### config.mk
export PLATFORM = sky130hd
export DESIGN_NAME = early_branch_decode
export DESIGN_NICKNAME = d
export VERILOG_FILES = /design/src/rtl/early_branch_decode.sv
export SDC_FILE = /design/constraint.sdc
export NUM_CORES = 1
export LEC_CHECK = 0
export BUFFER_PORTS_ARGS = -buffer_cell sky130_fd_sc_hd__clkbuf_2
export CAP_MARGIN = 20
export CORE_UTILIZATION = 35
export DETAILED_ROUTE_END_ITERATION = 10
export PLACE_DENSITY_LB_ADDON = 0.12
export SLEW_MARGIN = 20
export SYNTH_ARGS = -nofsm -noshare
export SYNTH_HDL_FRONTEND = slang
export SYNTH_SLANG_ARGS = --single-unit
### constraint.sdc
create_clock -name clk -period 5.01 [get_ports clk]
set_input_delay 0.7515 -clock clk [delete_from_list [all_inputs] [get_ports clk]]
set_output_delay 0.7515 -clock clk [all_outputs]
set_load 0.02 [all_outputs]
### src/rtl/early_branch_decode.sv
module early_branch_decode (
  input  logic        clk,
  input  logic        rst_n,
  input  logic        id_valid,
  input  logic [31:0] id_instr,
  input  logic [31:0] id_pc,
  input  logic        id_hit,
  output logic [4:0]  rf_addr_a,
  output logic [4:0]  rf_addr_b,
  input  logic [31:0] rf_data_a,
  input  logic [31:0] rf_data_b,
  input  logic        ex_wr_en,
  input  logic        ex_load,
  input  logic [4:0]  ex_rd,
  input  logic [31:0] ex_result,
  input  logic        mem_wr_en,
  input  logic [4:0]  mem_rd,
  input  logic [31:0] mem_result,
  output logic        stall,
  output logic        redirect_valid,
  output logic [31:0] redirect_target,
  output logic        x_valid,
  output logic [1:0]  x_alu_op,
  output logic        x_wr_en,
  output logic        x_load,
  output logic        x_store,
  output logic        x_use_imm,
  output logic [4:0]  x_rd,
  output logic [31:0] x_opnd_a,
  output logic [31:0] x_opnd_b,
  output logic [31:0] x_imm
);
  localparam logic [5:0] OP_REG   = 6'd0;
  localparam logic [5:0] OP_ADDI  = 6'd1;
  localparam logic [5:0] OP_LOAD  = 6'd2;
  localparam logic [5:0] OP_STORE = 6'd3;
  localparam logic [5:0] OP_BEQ   = 6'd4;
  localparam logic [5:0] OP_BNE   = 6'd5;

  logic [5:0]  opcode;
  logic [4:0]  src_a, src_b, dst_r, dest;
  logic [31:0] imm, opnd_a, opnd_b;
  logic is_reg, is_addi, is_load, is_store, is_beq, is_bne, is_branch;
  logic live, reads_b, writes, ex_dep_a, ex_dep_b, issue, taken;

  assign opcode = id_instr[31:26];
  assign src_a  = id_instr[25:21];
  assign src_b  = id_instr[20:16];
  assign dst_r  = id_instr[15:11];
  assign imm    = {{16{id_instr[15]}}, id_instr[15:0]};

  assign is_reg    = (opcode == OP_REG) && (id_instr[10:2] == 9'd0);
  assign is_addi   = opcode == OP_ADDI;
  assign is_load   = opcode == OP_LOAD;
  assign is_store  = opcode == OP_STORE;
  assign is_beq    = opcode == OP_BEQ;
  assign is_bne    = opcode == OP_BNE;
  assign is_branch = is_beq | is_bne;

  assign live    = id_valid & id_hit & (is_reg | is_addi | is_load | is_store | is_branch);
  assign reads_b = is_reg | is_store | is_branch;
  assign dest    = is_reg ? dst_r : src_b;
  assign writes  = (is_reg | is_addi | is_load) && (dest != 5'd0);

  assign rf_addr_a = src_a;
  assign rf_addr_b = src_b;

  assign opnd_a = (src_a != 5'd0 && ex_wr_en && ex_rd == src_a)   ? ex_result  :
                  (src_a != 5'd0 && mem_wr_en && mem_rd == src_a) ? mem_result : rf_data_a;
  assign opnd_b = (src_b != 5'd0 && ex_wr_en && ex_rd == src_b)   ? ex_result  :
                  (src_b != 5'd0 && mem_wr_en && mem_rd == src_b) ? mem_result : rf_data_b;

  assign ex_dep_a = ex_wr_en && (ex_rd != 5'd0) && (ex_rd == src_a);
  assign ex_dep_b = ex_wr_en && (ex_rd != 5'd0) && (ex_rd == src_b) && reads_b;

  assign stall = live && (ex_dep_a || ex_dep_b) && (ex_load || is_branch);
  assign issue = live && !stall;

  assign taken           = is_beq ? (opnd_a == opnd_b) : (opnd_a != opnd_b);
  assign redirect_valid  = issue && is_branch && taken;
  assign redirect_target = id_pc + {imm[29:0], 2'b00};

  always_ff @(posedge clk or negedge rst_n) begin
    if (!rst_n) begin
      x_valid   <= 1'b0;
      x_alu_op  <= 2'd0;
      x_wr_en   <= 1'b0;
      x_load    <= 1'b0;
      x_store   <= 1'b0;
      x_use_imm <= 1'b0;
      x_rd      <= 5'd0;
      x_opnd_a  <= 32'd0;
      x_opnd_b  <= 32'd0;
      x_imm     <= 32'd0;
    end else begin
      x_valid   <= issue;
      x_alu_op  <= is_reg ? id_instr[1:0] : 2'd0;
      x_wr_en   <= issue && writes;
      x_load    <= issue && is_load;
      x_store   <= issue && is_store;
      x_use_imm <= is_addi | is_load | is_store;
      x_rd      <= writes ? dest : 5'd0;
      x_opnd_a  <= opnd_a;
      x_opnd_b  <= opnd_b;
      x_imm     <= imm;
    end
  end
endmodule


# Yosys cells after proc, flatten, opt, wreduce, memory -nomap -nowiden
# Cells that the tools add are included.
# W data, S select, Z words.
[totals]
ff_bits = 92
input_bits = 209
out_inout_bits = 152
elab_cells = 72
[classes]
addsub = 1
eq_ne = 11
n_mux = 8
bitwise = 11
reduce_logical = 31
[op_table]
columns = ["cell", "n"]
rows = [
  ["$mux W32", 4],
  ["$add A32 B32 Y32", 1],
  ["$eq A32 B32 Y1", 1],
  ["$ne A32 B32 Y1", 1],
  ["$logic_and A1 B1 Y1", 22],
  ["$eq A5 B5 Y1", 4],
  ["$reduce_bool A5 Y1", 4],
  ["$eq A6 B2 Y1 const B", 2],
  ["$eq A6 B3 Y1 const B", 2],
  ["$mux W5", 2],
  ["$logic_not A9 Y1", 1],
  ["$or A1 B1 Y1", 9],
  ["$eq A6 B1 Y1 const B", 1],
  ["$logic_not A6 Y1", 1],
  ["$and A1 B1 Y1", 2],
  ["$logic_or A1 B1 Y1", 2],
  ["$mux W2", 1],
  ["$logic_not A1 Y1", 1],
  ["$mux W1", 1],
]

# Logic depth before layout (Yosys ltp)
[depth]
depth_word = 13
depth_mapped = 12
mapped_depth_nobuf = 12

# Worst setup path before layout
# OpenSTA, ideal clock, no wires.
[synth_path]
kind = "in2out"
startpoint = "input id_instr[16]"
endpoint = "output redirect_valid"
t_arrival_ps = 3570
t_required_ps = 4259
slack_ps = 689
cell_stages = 11
n_path_buf = 2
cell_sequence = "or4_4 -> a21boi_0 -> buf_2 -> buf_1 -> o31ai_1 -> a31oi_1 -> xor2_1 -> nor4_1 -> nand4_1 -> or4_1 -> a21oi_1"
[synth_via]
word_cells_on_any_way = 21
classes_between = "eq/ne: 4; mux: 3; reduce/logical: 14"
[synth_lines]
columns = ["item", "line_no", "rtl"]
rows = [
  ["start, declared", "5", "input logic [31:0] id_instr,"],
  ["$reduce_bool A5 Y1", "70, 71", ""],
  ["$logic_and A1 B1 Y1 (2 in series)", "71", "(src_b != 5'd0 && mem_wr_en && mem_rd == src_b) ? mem_result : rf_data_b;"],
  ["$mux W32", "71", ""],
  ["$mux W32 (*)", "70", "assign opnd_b = (src_b != 5'd0 && ex_wr_en && ex_rd == src_b) ? ex_result :"],
  ["via opnd_b[28]", "42", "logic [31:0] imm, opnd_a, opnd_b;"],
  ["$ne A32 B32 Y1 / $eq A32 B32 Y1 (equally long branches)", "79", "assign taken = is_beq ? (opnd_a == opnd_b) : (opnd_a != opnd_b);"],
  ["$mux W1 (*)", "79", ""],
  ["$logic_and A1 B1 Y1 (*)", "80", "assign redirect_valid = issue && is_branch && taken;"],
  ["end, declared", "20", "output logic redirect_valid,"],
]
# The timed path passes the listed nets; every way through them passes the cells marked *.

# Worst setup path after layout
[layout_path]
startpoint = "input id_instr[22]"
endpoint = "output redirect_valid"
[layout_via]
word_cells_on_any_way = 20
classes_between = "eq/ne: 4; mux: 3; reduce/logical: 13"
[layout_lines]
columns = ["item", "line_no", "rtl"]
rows = [
  ["$reduce_bool A5 Y1", "68, 69", ""],
  ["$logic_and A1 B1 Y1 (2 in series)", "69", "(src_a != 5'd0 && mem_wr_en && mem_rd == src_a) ? mem_result : rf_data_a;"],
  ["$mux W32", "69", ""],
  ["$mux W32 (*)", "68", "assign opnd_a = (src_a != 5'd0 && ex_wr_en && ex_rd == src_a) ? ex_result :"],
  ["via opnd_a[4]", "42", ""],
  ["$ne A32 B32 Y1 / $eq A32 B32 Y1 (equally long branches)", "79", ""],
  ["$mux W1 (*)", "79", ""],
  ["$logic_and A1 B1 Y1 (*)", "80", ""],
]
# Marks and branches as above.

==> reports/metrics.yaml <==
final_max_slew_viol_count: 0
avgSynthCellArea_um2: 8.95
cpMostUsedCell: "clkbuf_2"
die_w_um: 141
rows: 50
syn_nets: 992
yosysSeqAreaShare_pct: 34.1
first_pass_iters: 7
worstMarginPinSlew_ns: 0.759
netlist_area_mm2: 0.00674
setup_tns_ns: 0
yosys.area_share.simple_pct: 20.8
critPathMaxFanout: 23
cts_buffer_depth: 2
cts_tree: "yes"
critPathSlowestCell: "or4_4"
startpoint_type: "primary input"
fmax_mhz: 207
avgViaCountPerCell: 5.84
drc: 0
vias: 7563
criticalPathCategory: "primary input to primary output"
cp.required_ns: 4.26
cts_buffers: 9
fin_ws_ns: 0.170
rsz0062_at_grt: "no"
antenna_cells: 0
areaGrowthSynthToFinish_pct: 31.8
synth_compound_area_share_pct: 20.2
io-pin-count: 361
path_cells: "clkbuf_2 > or4_4 > o211ai_1 > buf_6 > o21ai_0 > a31oi_1 > xor2_1 > nor4_1 > nand4_1 > or4_1 > a21oi_1 > clkbuf_2"
power.total_w: 0.00238
power_density_mw_per_mm2: 268
cts_setup_buffers: 0
ys_async_sr_fraction_pct: 100
cts_sinks: 92
slowest_delay_ns: 0.59
cpLargestDelayFamily: "simple AND/OR/NAND/NOR gates"
ir_worst_vdd_mv: 0.222
portBuffers: 356
crit_path_end_kind: "primary output"
finalCritPeriodShare_pct: 96.6
synthXorXnorAreaFrac_pct: 9.74
grt_max_degree: 48
drt_iter0_markers: 612
yosys_warnings: 0
antenna_found_initial: 0
cts_root_buffer: "clkbuf_16"
ant_nets: 0
status: "finished clean"
die_h_um: 141
pre_cts_slack_ns: 0.0942
worst_hold_slack_ns: 0.400
slew_headroom_pct: 48.9
hold_viol: 0
nets: 1295
grt_overflow: 0
synth-adder-area-share_pct: 5.68
wirelength_um: 28500
p_leak_nw: 4.10
initial_utilization_pct: 35.9
synth-edff-count: 0
synth_cells: 753
synth_top_family_by_area: "simple AND/OR/NAND/NOR gates"
synth.ff_latch_count: 92
grt_pass1_wl_um: 41800
grt_pass1_vias: 7241
cts_max_level: 3
wire_per_inst_um: 22.0
ys.flop_type: "dfrtp_1"
maxCapViolCount: 0
min_period_ns: 4.84
finalSetupViolCount: 0
muxShareOfSynthArea_pct: 1.34
worst-path-stages: 12
critPathArrivalTime_ns: 4.09
clk_pin_slew_worst_paths_ns: 0.07
drive_above_1_share_pct: 38.5
hp-class: "primary input to asynchronous set/reset pin"
hpwl_um: 20900
core_mm2: 0.0188
synth_cell_types: 59
gp_congestion: 0.869
dieArea_mm2: 0.0198
crit_buf_inv: 3
grtUsageTotal_pct: 27.8
==> report_power, final <==
group | switching [W] | internal [W]
combinational | 0.000552 | 0.000295
clock | 0.000314 | 0.000418
sequential | 0.0000169 | 0.000787
total | 0.000883 | 0.00150
==> cell type report <==
class / count / area, µm²
Fill cell: 1868 / 9880
Multi-Input combinational cell: 565 / 3930
Sequential cell: 92 / 2300
Timing Repair Buffer: 378 / 2020
Tap cell: 234 / 293
Clock buffer: 12 / 256
Clock inverter: 4 / 55.1
Inverter: 10 / 37.5
==> metrics by stage <==
step                      instance area (µm²)  util (%)  instances
after CTS                                8880      47.3       1295
after global routing                     8890      47.4       1295
after floorplan                          6740         -        753
after detailed placement                 8560      45.6       1279
after global placement                   8560      45.6       1279
final                                    8890      47.4       1295
==> Yosys cell counts, types with 4 or more instances <==
cell type | n | share of area, %
and2_1 | 4 | 0.37
a211oi_1 | 8 | 0.89
xor2_1 | 41 | 5.3
nor3_1 | 9 | 0.67
or2_2 | 4 | 0.37
nor4_1 | 36 | 3.3
mux2i_1 | 9 | 1.3
nand4_1 | 34 | 3.2
o31ai_1 | 30 | 3.3
clkbuf_1 | 32 | 1.8
nand3_1 | 33 | 2.4
buf_6 | 6 | 1.0
buf_2 | 5 | 0.37
a22o_1 | 4 | 0.52
and3_1 | 4 | 0.37
nand2_1 | 23 | 1.3
o21a_1 | 7 | 0.78
inv_1 | 10 | 0.56
a31oi_1 | 56 | 5.2
xnor2_1 | 34 | 4.4
o211ai_1 | 4 | 0.45
buf_1 | 9 | 0.50
or4_1 | 5 | 0.56
ha_1 | 29 | 5.4
o21ai_0 | 43 | 3.2
buf_4 | 33 | 3.7
nor2_1 | 45 | 2.5
a21o_1 | 9 | 1.0
dfrtp_1 | 92 | 34
a21oi_1 | 25 | 1.9
nor4b_1 | 28 | 3.6
==> cells by family (layout without fill, tap and decap cells) <==
group           count (synthesis)  in the layout
simple gates                  242            242
fa+ha+maj                      30             30
buf+inv                        96            404
flops                          92             92
mux                             9              9
xor+xnor                       75             75
compound gates                209            209
==> cell usage in the layout (no fill, tap or decap), types with 4 or more instances in the layout <==
cell type | synthesis | layout
o31ai_1 | 30 | 30
and3_1 | 4 | 4
a211oi_1 | 8 | 8
nor2_1 | 45 | 45
dfrtp_1 | 92 | 92
ha_1 | 29 | 29
a31oi_1 | 56 | 56
xor2_1 | 41 | 41
nand4_1 | 34 | 34
or4_1 | 5 | 5
inv_1 | 10 | 10
buf_4 | 33 | 17
nor3_1 | 9 | 9
a21o_1 | 9 | 9
o21a_1 | 7 | 7
clkbuf_16 | 0 | 9
clkbuf_2 | 0 | 355
o21ai_0 | 43 | 43
o211ai_1 | 4 | 4
nand2_1 | 23 | 23
nand3_1 | 33 | 32
a22o_1 | 4 | 4
mux2i_1 | 9 | 9
and2_1 | 4 | 4
nor4_1 | 36 | 36
or2_2 | 4 | 4
xnor2_1 | 34 | 34
nor4b_1 | 28 | 28
a21oi_1 | 25 | 25
buf_12 | 0 | 5
==> sequential cells by signal, indices dropped and copies added, names as in the netlist <==
signal / cells
x_valid: 1
x_opnd_a: 32
x_store: 1
x_opnd_b: 32
x_use_imm: 1
x_load: 1
x_rd: 5
x_wr_en: 1
x_alu_op: 2
x_imm: 16
==> routing by layer <==
layer  part of all wire (%)  GRT usage, %  up-vias
li1                       -             -     3455
met1                     40          34.7     3543
met2                     47          46.7      502
met3                    9.6          5.98       63
met4                    3.0          10.9        0
met5                      0             0        -
==> worst paths after layout <==
path	startpoint	endpoint	slack [ns]
setup / recovery	id_instr[22]	redirect_valid	0.17
hold / removal	rst_n	x_opnd_b[9]$_DFF_PN0_	0.40
max in group asynchronous	rst_n	x_rd[4]$_DFF_PN0_	3.52
min in group clk	id_instr[2]	x_imm[2]$_DFF_PN0_	0.55
==> what timing repair did <==
action,4_1_cts,5_1_grt
resized for setup,0,2
setup endpoints to repair,0,2
hold buffers,0,0
Power figures use the tool's default switching activity.
